**src/rtl/lpwr_pkg.sv**
```systemverilog
`timescale 1ns/1ps
package lpwr_pkg;

   // One-hot sequencer states
   typedef enum logic [5:0] {
      ST_RUN    = 6'b000001,
      ST_ENTER  = 6'b000010,
      ST_STBY   = 6'b000100,
      ST_SETTLE = 6'b001000,
      ST_VHOLD  = 6'b010000,
      ST_DONE   = 6'b100000
   } lp_state_e;

   typedef enum logic {
      CAUSE_IRQ = 1'b0,
      CAUSE_RST = 1'b1
   } lp_cause_e;

   localparam int LP_MAP_POW2 = 0;
   localparam int LP_MAP_LIN  = 1;

endpackage

```
**src/rtl/lpwr_wake_qual.sv**
```systemverilog
`timescale 1ns/1ps
module lpwr_wake_qual #(
   parameter int NUM_IRQ = 12,
   parameter int NUM_AUX = 3
) (
   input  logic               nmi_i,
   input  logic [NUM_IRQ-1:0] irq_req_i,
   input  logic [NUM_IRQ-1:0] irq_en_i,
   input  logic [NUM_IRQ-1:0] irq_cpu_mask_i,
   input  logic [NUM_IRQ-1:0] irq_dma_trig_i,
   input  logic               hipri_pend_i,
   input  logic [NUM_AUX-1:0] aux_req_i,
   input  logic [NUM_AUX-1:0] aux_en_i,
   output logic               wake_any_o
);

   if (NUM_IRQ < 1 || NUM_IRQ > 32) begin : g_bad_irq
      $error("lpwr_wake_qual: NUM_IRQ must be 1..32");
   end
   if (NUM_AUX < 1 || NUM_AUX > 8) begin : g_bad_aux
      $error("lpwr_wake_qual: NUM_AUX must be 1..8");
   end

   logic [NUM_IRQ-1:0] irq_hit;
   logic [NUM_AUX-1:0] aux_hit;

   // Per-line qualification of the external interrupt lines
   for (genvar gi = 0; gi < NUM_IRQ; gi++) begin : g_irq
      always_comb begin
         irq_hit[gi] = irq_req_i[gi] & irq_en_i[gi]
                     & ~irq_cpu_mask_i[gi] & ~irq_dma_trig_i[gi];
      end
   end

   for (genvar ga = 0; ga < NUM_AUX; ga++) begin : g_aux
      always_comb begin
         aux_hit[ga] = aux_req_i[ga] & aux_en_i[ga];
      end
   end

   always_comb begin
      wake_any_o = nmi_i | ((|irq_hit) & ~hipri_pend_i) | (|aux_hit);
   end

endmodule

```
**src/rtl/lpwr_settle_timer.sv**
```systemverilog
`timescale 1ns/1ps
module lpwr_settle_timer #(
   parameter int CNT_W      = 16,
   parameter int SEL_W      = 5,
   parameter int SETTLE_MAP = 0,
   parameter int LIN_SHIFT  = 4
) (
   input  logic             clk_i,
   input  logic             arst_n,
   input  logic             run_i,
   input  logic             tick_i,
   input  logic [SEL_W-1:0] sel_i,
   output logic             done_o
);
   import lpwr_pkg::*;

   localparam int MAX_SHIFT = CNT_W - 1;

   if (CNT_W < 2 || CNT_W > 32 || CNT_W > (1 << SEL_W)) begin : g_bad_w
      $error("lpwr_settle_timer: CNT_W out of range");
   end
   if (SETTLE_MAP != LP_MAP_POW2 && SETTLE_MAP != LP_MAP_LIN) begin : g_bad_map
      $error("lpwr_settle_timer: unknown SETTLE_MAP");
   end
   if (SETTLE_MAP == LP_MAP_LIN && (SEL_W + 1 + LIN_SHIFT > CNT_W)) begin : g_bad_lin
      $error("lpwr_settle_timer: linear map overflows counter");
   end

   logic [CNT_W-1:0] term;
   logic [CNT_W-1:0] term_m1;
   logic [CNT_W-1:0] cnt;

   if (SETTLE_MAP == LP_MAP_POW2) begin : g_pow2
      logic [SEL_W-1:0] shamt;
      always_comb begin
         shamt = (sel_i > SEL_W'(MAX_SHIFT)) ? SEL_W'(MAX_SHIFT) : sel_i;
         term  = CNT_W'(1) << shamt;
      end
   end else begin : g_lin
      always_comb begin
         term = (CNT_W'(sel_i) + CNT_W'(1)) << LIN_SHIFT;
      end
   end

   always_comb begin
      term_m1 = term - CNT_W'(1);
   end

   always_ff @(posedge clk_i or negedge arst_n) begin
      if (!arst_n) begin
         cnt <= '0;
      end else if (!run_i) begin
         cnt <= '0;
      end else if (tick_i && (cnt != term_m1)) begin
         cnt <= cnt + CNT_W'(1);
      end
   end

   always_comb begin
      done_o = run_i & tick_i & (cnt == term_m1);
   end


   cnt_bound_chk: assert property (@(posedge clk_i) disable iff (!arst_n)
      run_i |-> (cnt <= term_m1));


   cnt_hold_chk: assert property (@(posedge clk_i) disable iff (!arst_n)
      (run_i && !tick_i) |=> (!run_i || $stable(cnt)));

endmodule

```
**src/rtl/lpwr_fsm.sv**
```systemverilog
`timescale 1ns/1ps
module lpwr_fsm #(
   parameter int SEL_W = 5
) (
   input  logic                clk_i,
   input  logic                arst_n,
   input  logic                sleep_req_i,
   input  logic                stby_en_i,
   input  logic                deep_i,
   input  logic                wdt_mode_i,
   input  logic                bus_keep_i,
   input  logic [SEL_W-1:0]    settle_sel_i,
   input  logic                wake_any_i,
   input  logic                vmon_rst_i,
   input  logic                settle_done_i,
   output lpwr_pkg::lp_state_e state_o,
   output lpwr_pkg::lp_cause_e cause_o,
   output logic [SEL_W-1:0]    sel_lat_o,
   output logic                keep_lat_o
);
   import lpwr_pkg::*;

   lp_state_e state_q, state_d;
   lp_cause_e cause_q, cause_d;
   logic      accept;

   always_comb begin
      accept = sleep_req_i & stby_en_i & ~deep_i & ~wdt_mode_i;
   end

   always_comb begin
      state_d = state_q;
      cause_d = cause_q;
      case (state_q)
         ST_RUN: begin
            if (accept) state_d = ST_ENTER;
         end
         ST_ENTER: begin
            if (wake_any_i || vmon_rst_i) state_d = ST_RUN;
            else                          state_d = ST_STBY;
         end
         ST_STBY: begin
            if (vmon_rst_i)      state_d = ST_VHOLD;
            else if (wake_any_i) state_d = ST_SETTLE;
         end
         ST_SETTLE: begin
            if (vmon_rst_i) begin
               state_d = ST_VHOLD;
            end else if (settle_done_i) begin
               state_d = ST_DONE;
               cause_d = CAUSE_IRQ;
            end
         end
         ST_VHOLD: begin
            if (!vmon_rst_i) begin
               state_d = ST_DONE;
               cause_d = CAUSE_RST;
            end
         end
         ST_DONE: state_d = ST_RUN;
         default: state_d = ST_RUN;
      endcase
   end

   always_ff @(posedge clk_i or negedge arst_n) begin
      if (!arst_n) begin
         state_q    <= ST_RUN;
         cause_q    <= CAUSE_IRQ;
         sel_lat_o  <= '0;
         keep_lat_o <= 1'b0;
      end else begin
         state_q <= state_d;
         cause_q <= cause_d;
         if (state_q == ST_RUN && accept) begin
            sel_lat_o  <= settle_sel_i;
            keep_lat_o <= bus_keep_i;
         end
      end
   end

   assign state_o = state_q;
   assign cause_o = cause_q;


   state_onehot_chk: assert property (@(posedge clk_i) disable iff (!arst_n)
      $countones(state_q) == 1);


   wdt_block_chk: assert property (@(posedge clk_i) disable iff (!arst_n)
      (state_q == ST_RUN && wdt_mode_i) |=> (state_q != ST_ENTER));


   cfg_block_chk: assert property (@(posedge clk_i) disable iff (!arst_n)
      (state_q == ST_RUN && (deep_i || !stby_en_i)) |=> (state_q != ST_ENTER));


   entry_abort_chk: assert property (@(posedge clk_i) disable iff (!arst_n)
      (state_q == ST_ENTER && (wake_any_i || vmon_rst_i)) |=> (state_q == ST_RUN));


   vhold_stay_chk: assert property (@(posedge clk_i) disable iff (!arst_n)
      (state_q == ST_VHOLD && vmon_rst_i) |=> (state_q == ST_VHOLD));


   irq_done_src_chk: assert property (@(posedge clk_i) disable iff (!arst_n)
      (state_q == ST_DONE && cause_q == CAUSE_IRQ) |-> ($past(state_q) == ST_SETTLE));


   rst_done_src_chk: assert property (@(posedge clk_i) disable iff (!arst_n)
      (state_q == ST_DONE && cause_q == CAUSE_RST)
         |-> ($past(state_q) == ST_VHOLD && !$past(vmon_rst_i)));

endmodule

```
**src/rtl/lpwr_standby_ctrl.sv**
```systemverilog
`timescale 1ns/1ps
module lpwr_standby_ctrl #(
   parameter int NUM_IRQ    = 12,
   parameter int NUM_AUX    = 3,
   parameter int SEL_W      = 5,
   parameter int CNT_W      = 16,
   parameter int SETTLE_MAP = 0,
   parameter int LIN_SHIFT  = 4
) (
   input  logic               clk_i,
   input  logic               rst_n_i,
   input  logic               stby_pin_n_i,
   input  logic               lf_tick_i,
   input  logic               sleep_req_i,
   input  logic               cfg_stby_en_i,
   input  logic               cfg_deep_i,
   input  logic               cfg_bus_keep_i,
   input  logic [SEL_W-1:0]   cfg_settle_sel_i,
   input  logic               wdt_mode_i,
   input  logic               nmi_i,
   input  logic [NUM_IRQ-1:0] irq_req_i,
   input  logic [NUM_IRQ-1:0] irq_en_i,
   input  logic [NUM_IRQ-1:0] irq_cpu_mask_i,
   input  logic [NUM_IRQ-1:0] irq_dma_trig_i,
   input  logic               hipri_pend_i,
   input  logic [NUM_AUX-1:0] aux_req_i,
   input  logic [NUM_AUX-1:0] aux_en_i,
   input  logic               vmon_rst_i,
   output logic               osc_en_o,
   output logic               cpu_clk_en_o,
   output logic               per_clk_en_o,
   output logic               bus_hiz_o,
   output logic               bus_hold_o,
   output logic               irq_wake_o,
   output logic               rst_wake_o
);
   import lpwr_pkg::*;

   if (SEL_W < 1 || SEL_W > 8) begin : g_bad_sel
      $error("lpwr_standby_ctrl: SEL_W must be 1..8");
   end

   logic             arst_n;
   logic             wake_any;
   logic             settle_done;
   logic             settle_run;
   logic             keep_lat;
   logic [SEL_W-1:0] sel_lat;
   lp_state_e        state;
   lp_cause_e        cause;
   logic             clocks_off;

   // Either pin forces the run state
   assign arst_n = rst_n_i & stby_pin_n_i;

   lpwr_wake_qual #(
      .NUM_IRQ (NUM_IRQ),
      .NUM_AUX (NUM_AUX)
   ) u_qual (
      .nmi_i          (nmi_i),
      .irq_req_i      (irq_req_i),
      .irq_en_i       (irq_en_i),
      .irq_cpu_mask_i (irq_cpu_mask_i),
      .irq_dma_trig_i (irq_dma_trig_i),
      .hipri_pend_i   (hipri_pend_i),
      .aux_req_i      (aux_req_i),
      .aux_en_i       (aux_en_i),
      .wake_any_o     (wake_any)
   );

   lpwr_fsm #(
      .SEL_W (SEL_W)
   ) u_fsm (
      .clk_i         (clk_i),
      .arst_n        (arst_n),
      .sleep_req_i   (sleep_req_i),
      .stby_en_i     (cfg_stby_en_i),
      .deep_i        (cfg_deep_i),
      .wdt_mode_i    (wdt_mode_i),
      .bus_keep_i    (cfg_bus_keep_i),
      .settle_sel_i  (cfg_settle_sel_i),
      .wake_any_i    (wake_any),
      .vmon_rst_i    (vmon_rst_i),
      .settle_done_i (settle_done),
      .state_o       (state),
      .cause_o       (cause),
      .sel_lat_o     (sel_lat),
      .keep_lat_o    (keep_lat)
   );

   assign settle_run = (state == ST_SETTLE);

   lpwr_settle_timer #(
      .CNT_W      (CNT_W),
      .SEL_W      (SEL_W),
      .SETTLE_MAP (SETTLE_MAP),
      .LIN_SHIFT  (LIN_SHIFT)
   ) u_timer (
      .clk_i  (clk_i),
      .arst_n (arst_n),
      .run_i  (settle_run),
      .tick_i (lf_tick_i),
      .sel_i  (sel_lat),
      .done_o (settle_done)
   );

   // Output decode from the one-hot state
   always_comb begin
      clocks_off   = (state == ST_STBY) || (state == ST_SETTLE);
      osc_en_o     = (state != ST_STBY);
      cpu_clk_en_o = !clocks_off;
      per_clk_en_o = !clocks_off;
      bus_hiz_o    = clocks_off && !keep_lat;
      bus_hold_o   = clocks_off && keep_lat;
      irq_wake_o   = (state == ST_DONE) && (cause == CAUSE_IRQ);
      rst_wake_o   = (state == ST_DONE) && (cause == CAUSE_RST);
   end


   clk_needs_osc_chk: assert property (@(posedge clk_i) disable iff (!arst_n)
      !osc_en_o |-> (!cpu_clk_en_o && !per_clk_en_o));


   bus_excl_chk: assert property (@(posedge clk_i) disable iff (!arst_n)
      !(bus_hiz_o && bus_hold_o));


   bus_when_gated_chk: assert property (@(posedge clk_i) disable iff (!arst_n)
      (bus_hiz_o || bus_hold_o) |-> !cpu_clk_en_o);


   pulse_excl_chk: assert property (@(posedge clk_i) disable iff (!arst_n)
      !(irq_wake_o && rst_wake_o));

endmodule

```
**config.mk**
```make
export PLATFORM = sky130hd
export DESIGN_NAME = lpwr_standby_ctrl
export DESIGN_NICKNAME = d
export VERILOG_FILES = /design/src/rtl/lpwr_pkg.sv /design/src/rtl/lpwr_wake_qual.sv /design/src/rtl/lpwr_settle_timer.sv /design/src/rtl/lpwr_fsm.sv /design/src/rtl/lpwr_standby_ctrl.sv
export SDC_FILE = /design/constraint.sdc
export NUM_CORES = 1
export LEC_CHECK = 0
export BUFFER_PORTS_ARGS = -buffer_cell sky130_fd_sc_hd__buf_2
export CORE_ASPECT_RATIO = 1.2
export CORE_MARGIN = 2
export CORE_UTILIZATION = 50
export DETAILED_ROUTE_END_ITERATION = 16
export PLACE_DENSITY = 0.85
export SYNTH_ARGS = -nofsm -noshare
export SYNTH_HDL_FRONTEND = slang
export SYNTH_HIERARCHICAL = 1
export SYNTH_SLANG_ARGS = --single-unit
```
**constraint.sdc**
```tcl
create_clock -name clk_i -period 3.7 [get_ports clk_i]
set_input_delay 0.185 -clock clk_i [delete_from_list [all_inputs] [get_ports clk_i]]
set_output_delay 0.185 -clock clk_i [all_outputs]
set_load 0.005 [all_outputs]
```
Word-level counts from Yosys, hierarchy flattened
Index checks and enable logic that the tools add are counted.

operators by class
  $add $sub $neg = 2
  order comparisons = 1
  equal/unequal tests = 16
  shifts and indexed selects = 1
  mux-type cells = 15
  bitwise operators = 76
  reduce and logical (&&, ||, !) cells = 15

operators with widths
  operator                                                                count
  1-bit bitwise AND                                                       46
  6-bit two-way mux                                                       6
  16-bit two-way mux                                                      2
  6-bit one-hot mux with 5 select lines                                   1
  1-bit inverter                                                          28
  16-bit by 1-bit adder with 16-bit output (second input constant)        1
  16-bit equality test                                                    1
  16-bit != test                                                          1
  1-bit by 5-bit << shifter with 16-bit output (first input constant)     1
  16-bit by 1-bit subtractor with 16-bit output (second input constant)   1
  12-bit OR reduction                                                     1
  2-bit != test (second input constant)                                   4
  4-bit AND reduction                                                     2
  6-bit by 1-bit equality test with 1-bit output (second input constant)  1
  6-bit by 2-bit equality test with 1-bit output (second input constant)  1
  6-bit by 3-bit equality test with 1-bit output (second input constant)  1
  6-bit by 4-bit equality test with 1-bit output (second input constant)  1
  6-bit by 5-bit equality test with 1-bit output (second input constant)  1
  6-bit equality test (second input constant)                             1
  1-bit logical AND                                                       6
  6-bit by 3-bit != test with 1-bit output (second input constant)        1
  5-bit by 4-bit > comparator with 1-bit output (second input constant)   1
  5-bit two-way mux                                                       1
  1-bit two-way mux                                                       3
  other kinds (10)                                                        13

storage, ports and cells
  bits in registers = 29
  output and inout bits = 7

Depth between registers and ports, before layout
  word-level depth = 10
  depth in mapped cells = 14
  depth with buffers taken out = 13

Cells and area by module
Netlist, hierarchy kept.

by module, submodules not included
  module             times used  cells an instance  area an instance (µm²)  sequential area each (µm²)
  lpwr_settle_timer  1           191                1530.2                  400.4
  lpwr_fsm           1           51                 605.6                   326.6
  lpwr_wake_qual     1           20                 160.2                   0.0
  lpwr_standby_ctrl  1           14                 110.1                   0.0

Least setup slack after synthesis
Ideal clock, no wire load.

  kind = register -> register
  start = register u_fsm.sel_lat_o[3]
  end = register u_timer.cnt[7]
  arrival = 2973 ps
  data required time = 3622 ps
  path slack = 649 ps
  stages on the path, launching flop included = 12
  path buffers = 0
  period minus slack after synthesis = 3051 ps
  path through = dfrtp_1 or2_2 nor2_1 nand2_1 ha_1 or4_1 a41oi_1 or4_1 and4bb_4 a21bo_4 or4_1 a21oi_1

on the way
  cells in the longest elaborated chain, start to end = 7

ends and longest elaborated chain
  what                                               line                     RTL
  start, declared                                    lpwr_fsm.sv:18           output logic [SEL_W-1:0] sel_lat_o,
  start signal, assigned                             lpwr_fsm.sv:75           sel_lat_o <= settle_sel_i;
  5-bit by 4-bit > comparator with 1-bit output      lpwr_settle_timer.sv:36  shamt = (sel_i > SEL_W'(MAX_SHIFT)) ? SEL_W'(MAX_SHIFT) : sel_i;
  5-bit two-way mux (*)                              lpwr_settle_timer.sv:36
  1-bit by 5-bit << shifter with 16-bit output (*)   lpwr_settle_timer.sv:37  term = CNT_W'(1) << shamt;
  16-bit by 1-bit subtractor with 16-bit output (*)  lpwr_settle_timer.sv:46  term_m1 = term - CNT_W'(1);
  16-bit != test (*)                                 lpwr_settle_timer.sv:54  end else if (tick_i && (cnt != term_m1)) begin
  1-bit logical AND (*)                              lpwr_settle_timer.sv:54
  2-bit != test (no source line) (*)                 n/a
  end signal, assigned                               lpwr_settle_timer.sv:55  cnt <= cnt + CNT_W'(1);
  end, declared                                      lpwr_settle_timer.sv:31  logic [CNT_W-1:0] cnt;

Mark *: on every way between the ends. The rest lies on a longest branch, timed or not.
A chain may end at the register's enable or synchronous reset.

Worst setup path after layout
  start = register u_fsm.sel_lat_o[3]
  end = register u_timer.cnt[13]

Same word-level chain as after synthesis.

==> results by group <==
Outcome
  – Status: finished, final reports clean

Floorplanning
  – DIE AREA: 5385 um^2
  – CORE AREA: 4628 um^2
  – I/O Pins: 78
  – Width of the die: 67.33 um
  – Initial Util: 0.5199
  – Site Rows: 27
  – Die H: 79.99 um

STA
  – Fmax: 290.7 MHz
  – Pins over their slew limit: 0
  – RSZ-0062 raised after global routing: false
  – Relative slew slack: 0.6033
  – Worst clock skew: 0.005875 ns
  – Worst-margin pin slew: 0.5897 ns
  – Final worst path period share: 0.9297
  – Final setup viols: 0
  – Final Critical Period: 3.440 ns
  – Fin Setup TNS: 0 ns
  – Final hold vios: 0

Setup path
  – Reg-to-reg slack, setup: 0.26 ns
  – Crit Path Category: reg -> reg
  – Crit-path max FO: 16
  – Critical Path Sink: u_timer/cnt[13]$_DFFE_PN0P_
  – CP required: 3.90 ns
  – Worst flop-to-flop path startpoint: u_fsm/sel_lat_o[3]$_DFFE_PN0P_
  – Critical-path top delay cell: or4_1
  – Startpoint type of the worst setup path: flop
  – Max stage delay on crit path: 0.53 ns
  – CP endpoint kind: flop
  – Worst Path Arrival: 3.64 ns
  – Reg2reg path depth: 11
  – FF-to-FF End: u_timer/cnt[13]$_DFFE_PN0P_
  – Critical-path cell list: buf_4 -> nor2_1 -> nand3_1 -> ha_1 -> or4_1 -> a41oi_1 -> or4_1 -> and4bb_4 -> a21bo_4 -> or4b_1 -> a21oi_1
  – CP most frequent cell: or4_1
  – Setup crit start: u_fsm/sel_lat_o[3]$_DFFE_PN0P_

Final layout
  – Most frequent cells in the layout: buf_2, dfrtp_1, nand2_1, nor2_1, a21oi_1
  – N_diodes: 0
  – P&R area growth vs syn: 21.37%
  – Fin cells: 412
  – Share of layout cells above drive strength 1: 0.3136
  – # fillers: 384
  – Post-Route Utilization: 0.6310
  – Commonest non-fill, non-tap cell in the layout: buf_2
  – Area of the multi-input gates: 1555 um^2
  – Fin nets: 426
  – Sequential cell area: 726.9 um^2
  – Post-route cell area: 2920 um^2

Global routing
  – Largest net degree at the start of global routing: 30
  – Vias in the first global route: 2,436
  – Total congestion overflow: 0
  – First-pass GRT wire length: 10.81 mm
  – Total GRT Usage: 0.2658
  – Initial antenna violation count: 0

Drt
  – Vias: 2,524
  – Wire length per cell: 15.97 um
  – Remaining DRCs: 0
  – Final WL: 6.580 mm
  – Post-route ant nets: 0
  – 1st-iter DRT viols: 237
  – Vias per cell: 6.126
  – Drt first pass iters: 4

CTS
  – CTS resizes: 0
  – Clk root buf: clkbuf_8
  – Clock tree from TritonCTS: done
  – CTS max path bufs: 2
  – CTS H-tree depth: 2
  – Number of CTS-inserted buffers: 5
  – Clock Sinks: 29
  – Cts hold-fix bufs: 0
  – Reg clk slew, reported paths: 0.07 ns
  – Setup bufs post-CTS: 0
  – Clk Latency, worst-skew pair: 0.29 ns

Hold path
  – Tightest Hold Check Type: in -> async

Power and ir drop
  – Sw frac: 0.3475
  – Comb pwr share: 0.355
  – Peak VDD IR: 207.1 uV
  – Reg power frac: 0.379
  – Power Density: 326.4 nW/um^2
  – Clock power share: 0.267
  – Switching pwr: 331.1 uW
  – Pint: 621.9 uW
  – Leakage: 0.001268 uW

Flow run
  – Max Cap Violations: 0

Yosys
  – Mapped Nets: 349
  – Cell Area, Synth: 2406 um^2
  – Post-synthesis cell type count: 67
  – Flops & latches, synth: 29
  – Cell count after synthesis: 276
  – Post-synth ARST share: 1.000
  – Average size of a mapped cell: 8.718 um^2
  – EDFF count, synth: 0
  – Seq/Total Area, Yosys: 0.3021
  – Yosys warning count: 6
  – Ys flop type: dfrtp_1

Placed design
  – Area after DPL: 2838 um^2
  – Placed Cells incl. Taps: 404
  – RePlAce Congestion: 0.9163
  – Number of port buffers: 77
  – HPWL after detailed placement: 5.080 mm
state kept, by name, indices dropped and copies added, names as in the netlist:
name	cells
u_timer/cnt	16
u_fsm/state_o	6
u_fsm/sel_lat_o	5
u_fsm/cause_o	1
u_fsm/keep_lat_o	1
kinds of logic after synthesis:
family,share of synthesized area
AO/OA/AOI/OAI,0.2018
XOR/XNOR,0.03640
adder cells (fa/ha/maj),0.01040
buffers and inverters,0.05148
flip-flops,0.3021
multiplexers,0.04524
AND/OR/NAND/NOR,0.3526
cell type report:
type	count	share of cell area
inverter	10	0.01285
timing repair buffer	85	0.1525
clock inverter	2	0.003428
multi-input combinational	222	0.5326
tap	58	0.02485
clock buffer	6	0.02485
sequential	29	0.2489
worst min-delay path by stage:
stage                              endpoint
6_report         u_timer/cnt[1]$_DFFE_PN0P_
5_1_grt         u_timer/cnt[13]$_DFFE_PN0P_
4_1_cts        u_fsm/state_o[5]$_DFFE_PN0P_
3_5_place_dp     u_timer/cnt[7]$_DFFE_PN0P_
3_3_place_gp     u_timer/cnt[7]$_DFFE_PN0P_
2_1_floorplan  u_fsm/state_o[3]$_DFFE_PN0P_
synth_stat cells, drive strengths merged (4+ instances only):
cell,number,area (um^2)
and3,7,43.79
nor3,8,45.04
buf,9,63.81
dfrtp,28,700.7
xnor2,4,35.03
o41ai,4,35.03
nand3,9,45.04
xor2,6,52.55
or4,8,60.06
a21o,4,30.03
o21ai,14,70.07
nor2,20,75.07
mux2,7,78.82
inv,10,37.54
nand2,20,75.07
nor4,5,46.29
nand2b,10,62.56
nor4bb,10,100.1
clkbuf,6,22.52
and2,4,25.02
a21oi,15,75.07
nand4,4,25.02
layer usage:
metal  track usage  wire [um]  vias to the layer above
li1              -          -                     1211
met1        0.2788       2414                     1173
met2        0.4980       3555                      123
met3       0.04795        423                       17
met4        0.1204        187                        0
met5             0          0                        -
power by group through the flow:
stage	Sequential, uW	Combinational, uW	Clock, uW
after global routing	364	367	276
final	361	338	254
after CTS	360	332	262
after global placement	363	322	0
after detailed placement	366	331	0
after floorplan	354	247	0
through the flow:
stage / total power [uW] / hold slack [ns] / setup WS [ns]
2_1_floorplan: 600.4 / 0.2558 / 0.6490
3_3_place_gp: 685.6 / 0.3240 / 0.4093
3_5_place_dp: 696.9 / 0.3288 / 0.3227
4_1_cts: 954.2 / 0.01814 / 0.3023
5_1_grt: 1007 / 0.04923 / 0.03126
6_report: 953.0 / 0.003717 / 0.2600
worst max-delay path, delay by kind of cell, from the launching register on:
| family | cells | cell delay [ns] |
|---|---|---|
| simple gates | 6 | 1.81 |
| compound gates | 3 | 0.66 |
| flops | 1 | 0.46 |
| fa+ha+maj | 1 | 0.21 |
| buf+inv | 1 | 0.20 |
(Power assumes the default switching activity.)
